### src/rtl/brdest_trace.sv
module brdest_trace #(
  parameter int DEPTH  = 4,
  parameter int ADDR_W = 28,
  parameter int WORD_W = 32
) (
  input  logic              clk,
  input  logic              rst_por,
  input  logic              rst_man,
  input  logic              br_pulse,
  input  logic [ADDR_W-1:0] br_addr,
  input  logic              rd_stb,
  output logic [WORD_W-1:0] rd_data
);
  localparam int RSV_W = WORD_W - 1 - ADDR_W;

  logic              rst_any;
  logic [DEPTH-1:0]  vld;
  logic [ADDR_W-1:0] addr_q [DEPTH];

  assign rst_any = rst_por | rst_man;

  // Valid flags and read word: cleared by either reset.
  always_ff @(posedge clk) begin
    if (rst_any) begin
      vld     <= '0;
      rd_data <= '0;
    end else begin
      if (rd_stb) rd_data <= {vld[0], {RSV_W{1'b0}}, addr_q[0]};
      case ({br_pulse, rd_stb})
        2'b10: vld <= {vld[DEPTH-2:0], 1'b1};
        2'b01: vld <= {1'b0, vld[DEPTH-1:1]};
        2'b11: vld[0] <= 1'b1;
        default: ;
      endcase
    end
  end

  // Addresses: no reset, frozen while any reset is asserted.
  always_ff @(posedge clk) begin
    if (!rst_any) begin
      case ({br_pulse, rd_stb})
        2'b10: begin
          for (int k = DEPTH - 1; k > 0; k--) addr_q[k] <= addr_q[k-1];
          addr_q[0] <= br_addr;
        end
        2'b01: for (int k = 0; k < DEPTH - 1; k++) addr_q[k] <= addr_q[k+1];
        2'b11: addr_q[0] <= br_addr;
        default: ;
      endcase
    end
  end

  p_rsv_zero_r7: assert property (@(posedge clk) disable iff (rst_any)
    rd_data[WORD_W-2:ADDR_W] == '0);

  p_rst_clear_r1: assert property (@(posedge clk) disable iff (rst_any)
    $fell(rst_any) |-> (vld == '0 && rd_data == '0));

  p_push_r2: assert property (@(posedge clk) disable iff (rst_any)
    br_pulse |=> (vld[0] && addr_q[0] == $past(br_addr)));

  p_read_word_r3: assert property (@(posedge clk) disable iff (rst_any)
    rd_stb |=> (rd_data[WORD_W-1] == $past(vld[0]) &&
                rd_data[ADDR_W-1:0] == $past(addr_q[0])));

  p_pop_r4: assert property (@(posedge clk) disable iff (rst_any)
    (rd_stb && !br_pulse) |=> vld == {1'b0, $past(vld[DEPTH-1:1])});

  p_both_r5: assert property (@(posedge clk) disable iff (rst_any)
    (rd_stb && br_pulse) |=> vld == {$past(vld[DEPTH-1:1]), 1'b1});

  p_hold_r6: assert property (@(posedge clk) disable iff (rst_any)
    !rd_stb |=> $stable(rd_data));
endmodule

### config.mk
export PLATFORM = sky130hd
export DESIGN_NAME = brdest_trace
export DESIGN_NICKNAME = d
export VERILOG_FILES = /design/src/rtl/brdest_trace.sv
export SDC_FILE = /design/constraint.sdc
export NUM_CORES = 1
export LEC_CHECK = 0
export BUFFER_PORTS_ARGS = -buffer_cell sky130_fd_sc_hd__buf_2
export CAP_MARGIN = 20
export CORE_UTILIZATION = 50
export CTS_BUF_LIST = sky130_fd_sc_hd__clkbuf_16
export DETAILED_ROUTE_END_ITERATION = 10
export PLACE_DENSITY_LB_ADDON = 0.08
export SLEW_MARGIN = 20
export SYNTH_ARGS = -nofsm -noshare
export SYNTH_HDL_FRONTEND = slang
export SYNTH_SLANG_ARGS = --single-unit
### constraint.sdc
create_clock -name clk -period 5.9 [get_ports clk]
set_input_delay 1.18 -clock clk [delete_from_list [all_inputs] [get_ports clk]]
set_output_delay 1.18 -clock clk [all_outputs]
set_load 0.005 [all_outputs]
[After elaboration in Yosys (flattened, before gate mapping)]
Memories as Yosys holds them, arrays and structs flattened.
Index checks and enable logic that the tools add are counted.
Operators by class
  equal/unequal tests: 3
  mux-type cells: 15
  bitwise gates (word level): 5
  reductions and logical operators: 3
Operators with widths (count)
  28-bit 2-to-1 mux: 4
  1-bit 2-to-1 mux: 9
  3-bit case mux with 2 select lines: 1
  1-bit OR: 5
  2-bit equality test (second input constant): 2
  2-bit nonzero test: 2
  2-bit by 1-bit equality test with 1-bit output (second input constant): 1
  1-bit case mux with 2 select lines: 1
  2-bit OR reduction: 1
Storage, ports and cells
  bits in registers: 33
  RAM bits: 112
  input port bits: 33
  output and inout port bits: 32
  word-level logic and storage cells: 30
  memories kept: 1
Memories
  addr_q: words 4, bits a word 28, read ports 4, clocked after Yosys merged registers in 0, wr ports 4, line 18  | logic [ADDR_W-1:0] addr_q [DEPTH];

[Depth between registers and ports, before layout]
  word-level depth: 6
  mapped depth: 6
  mapped depth without buffers: 4

[Least setup slack after synthesis]
OpenSTA, ideal clock, no wires.
  kind: in2reg
  start point: input port rd_stb
  end point: memory addr_q[1][0] (enable)
  setup time: 0.389 ns
  arrival time: 4.894 ns
  required time: 5.511 ns
  setup slack: 0.617 ns
  stages: 6
  buffers on the path: 2
  cells stage by stage: clkbuf_1 -> buf_2 -> inv_1 -> ha_1 -> nor3b_1 -> or2_2
RTL lines
  start: declaration: line 11  | input logic rd_stb,
  end: declaration: line 18

==> impl_metrics.py <==
metrics = {
    "final_layout": {
        "regArea_um2": 4020,
        "fin_cells": 552,
        "multi_input_area_um2": 1570,
        "fin_area_um2": 6690,
        "fin_nets": 436,
        "n_antenna_cell": 0,
        "fill_cells": 840,
        "drive_gt1_share_pct": 33.5,
        "area_growth_pct": 17.1,
    },
    "route": {
        "via_per_inst": 5.17,
        "wl_um": 9600,
        "wl_per_cell_um": 17.4,
        "dr.pass1.iters": 4,
        "dr_total_vias": 2852,
        "ant_nets": 0,
        "initialDrtViolationCount": 77,
        "drc": 0,
    },
    "setup_path": {
        "crit_path_start_kind": "input pin",
        "crit_fanout": 32,
        "r2r_slack_ns": 4.93,
        "crit_path_top_delay_cell": "buf_2",
        "end_kind": "flop",
        "rr_endpoint": "addr_q[1][12]",
        "criticalPathCategory": "in -> reg",
        "rr_worst_depth": 1,
        "max_stage_delay_ns": 0.74,
        "cp.arrival_ns": 3.77,
        "worstReg2RegStart": "addr_q[0][12]",
        "cp.required_ns": 6.06,
        "cp_cell_sequence": "buf_2 > ha_1 > nor4b_4 > buf_4 > mux2_2",
    },
    "global_routing": {
        "overflow": 0,
        "grt_pass1_vias": 2870,
        "grt_max_degree": 57,
        "grt_antenna_before_repair": 0,
        "grt_pass1_wl_um": 15100,
        "grt_use_total_pct": 18.0,
    },
    "placed_design": {
        "gp_congestion": 0.665,
        "dp_cells": 520,
        "placed_cell_area_um2": 6110,
        "post-place-ws_ns": 1.79,
        "portBuffers": 61,
        "dpl.hpwl_um": 5540,
    },
    "power": {
        "ir_drop_uv": 205,
        "power_density_nw_per_um2": 343,
        "leakagePower_nw": 2.50,
    },
    "floorplan": {
        "start_util_pct": 52.0,
        "die_area_um2": 11900,
        "io_pins": 65,
        "coreArea_um2": 11000,
        "dieHeight_um": 109,
        "num_rows": 38,
        "die_width_um": 109,
    },
    "sta": {
        "drv_slew": 0,
        "setup_viol": 0,
        "fmax_mhz": 277,
        "worstMarginPinSlew_ns": 0.993,
        "layout_min_cycle_time_ns": 3.61,
        "maxSlewHeadroom_pct": 33.8,
        "setup_tns_ns": 0,
        "finalWorstSetupSlack_ns": 2.29,
        "finalHoldViolCount": 0,
        "fin_skew_ns": 0.00658,
        "rsz0062_at_grt": "no",
        "period_share_pct": 61.2,
    },
    "clock_network": {
        "numCtsBuffers": 17,
        "cts_sinks": 145,
        "postCtsHoldBufs": 0,
        "root_buffer": "clkbuf_16",
        "cts_tree": "done",
        "cts_setup_buffers": 0,
        "clock_latency_ns": 0.41,
        "cts.repair.resized": 0,
        "clk_pin_slew_worst_paths_ns": 0.06,
        "htreeDepth": 4,
        "clk_path_buf_depth": 2,
    },
    "synth": {
        "synth_top_cell_area_share_pct": 58.9,
        "synth_area_leaders": "edfxtp_1 (59%), dfxtp_1 (12%), mux2_1 (8.9%), mux2_2 (7.7%), mux2i_1 (5.4%)",
        "yosysTopAreaCell": "edfxtp_1",
        "syn_inst": 333,
        "synth_area_per_cell_um2": 17.2,
        "syn_area_um2": 5710,
        "synth_warnings": 0,
        "yosysSeqAreaShare_pct": 70.4,
        "yosys_register_bits": 145,
        "ys_types": 24,
    },
    "flow_run": {
        "maxCapViolations": 0,
    },
    "min_path": {
        "hp-class": "reg -> reg",
        "hold_path_depth": 0,
        "hold_start": "addr_q[2][20]",
        "min_to": "addr_q[3][20]",
    },
    "run_status": {
        "status": "completed",
    },
}
-- sequential cells by signal, indices dropped and copies added, names as in the netlist --
| register | count |
|---|---|
| addr_q | 112 |
| vld | 4 |
| rd_data | 29 |
-- critical path, delay by kind of cell --
| family | cells | cell delay (ns) |
|---|---|---|
| buffers and inverters | 2 | 1.17 |
| AND/OR/NAND/NOR | 1 | 0.56 |
| adder cells (fa/ha/maj) | 1 | 0.46 |
| multiplexers | 1 | 0.38 |
-- per-layer routing --
| layer | global-route usage (%) | up-vias | wire [um] |
|---|---|---|---|
| met1 | 23.6 | 1416 | 4580 |
| met4 | 8.69 | 0 | 149 |
| met3 | 5.20 | 13 | 305 |
| met5 | 0 | - | 0 |
| met2 | 27.6 | 55 | 4570 |
| li1 | - | 1368 | - |
-- cell usage after synthesis, drive strengths merged --
library cell / number
mux2i: 31
edfxtp: 112
or2: 2
nor2b: 1
conb: 1
buf: 15
nor4: 1
clkbuf: 5
nor3: 2
ha: 4
a21oi: 1
nor2: 32
nand3b: 1
nor4b: 1
a211oi: 2
nor3b: 2
inv: 2
dfxtp: 33
nand2b: 1
mux2: 84
-- worst max path at each step --
stage,startpoint,endpoint,slack [ns],cells past startpoint
floorplan,rd_stb,addr_q[1][0],0.62,6
global placement,rd_stb,addr_q[0][20],1.82,5
detailed placement,rd_stb,addr_q[0][2],1.79,5
CTS,rd_stb,addr_q[0][2],2.23,5
global route,rd_stb,addr_q[0][2],2.12,5
finish,rd_stb,addr_q[0][2],2.29,5
-- placed cells by master (no fill, tap or decap), types with 3 or more instances in the layout --
master,n
nor2_1,31
inv_1,3
dfxtp_1,33
conb_1,3
bufinv_16,3
mux2_1,45
mux2i_1,31
clkbuf_16,17
clkinv_1,3
mux2_2,39
clkinv_2,6
buf_4,4
edfxtp_1,112
ha_1,4
buf_2,61
-- per-stage QoR --
| stage | util [%] | hold slack, ns | power, mW |
|---|---|---|---|
| finish | 60.9 | 0.446 | 2.29 |
| floorplan | - | 0.420 | 1.23 |
| detailed placement | 55.6 | 0.431 | 1.27 |
| CTS | 60.9 | 0.448 | 2.32 |
| global route | 60.9 | 0.456 | 2.37 |
| global placement | 55.6 | 0.426 | 1.27 |
-- logic make-up (layout without fill, tap and decap cells) --
group	count (synthesis)	after routing	synth area share [%]
AOI/OAI and AO/OA	3	3	0.350
adders and majority gates	4	4	0.876
DFF	145	145	70.4
and+or+nand+nor	43	43	3.57
other	1	3	0.0657
buffers and inverters	22	99	2.69
muxes	115	115	22.0
-- area by class of cell --
type | count | share of cell area (%)
multi-input combinational | 168 | 23.5
clock inverter | 15 | 2.25
tap | 140 | 2.62
clock buffer | 17 | 6.36
timing repair buffer | 65 | 5.01
inverter | 2 | 0.112
sequential | 145 | 60.2
-- power breakdown --
| part | switching [mW] | internal, mW | total, mW |
|---|---|---|---|
| clock | 0.393 | 0.653 | 1.05 |
| combinational | 0.0534 | 0.0475 | 0.101 |
| sequential | 0.0134 | 1.13 | 1.15 |
No activity file was read; power rests on OpenSTA's default activity.
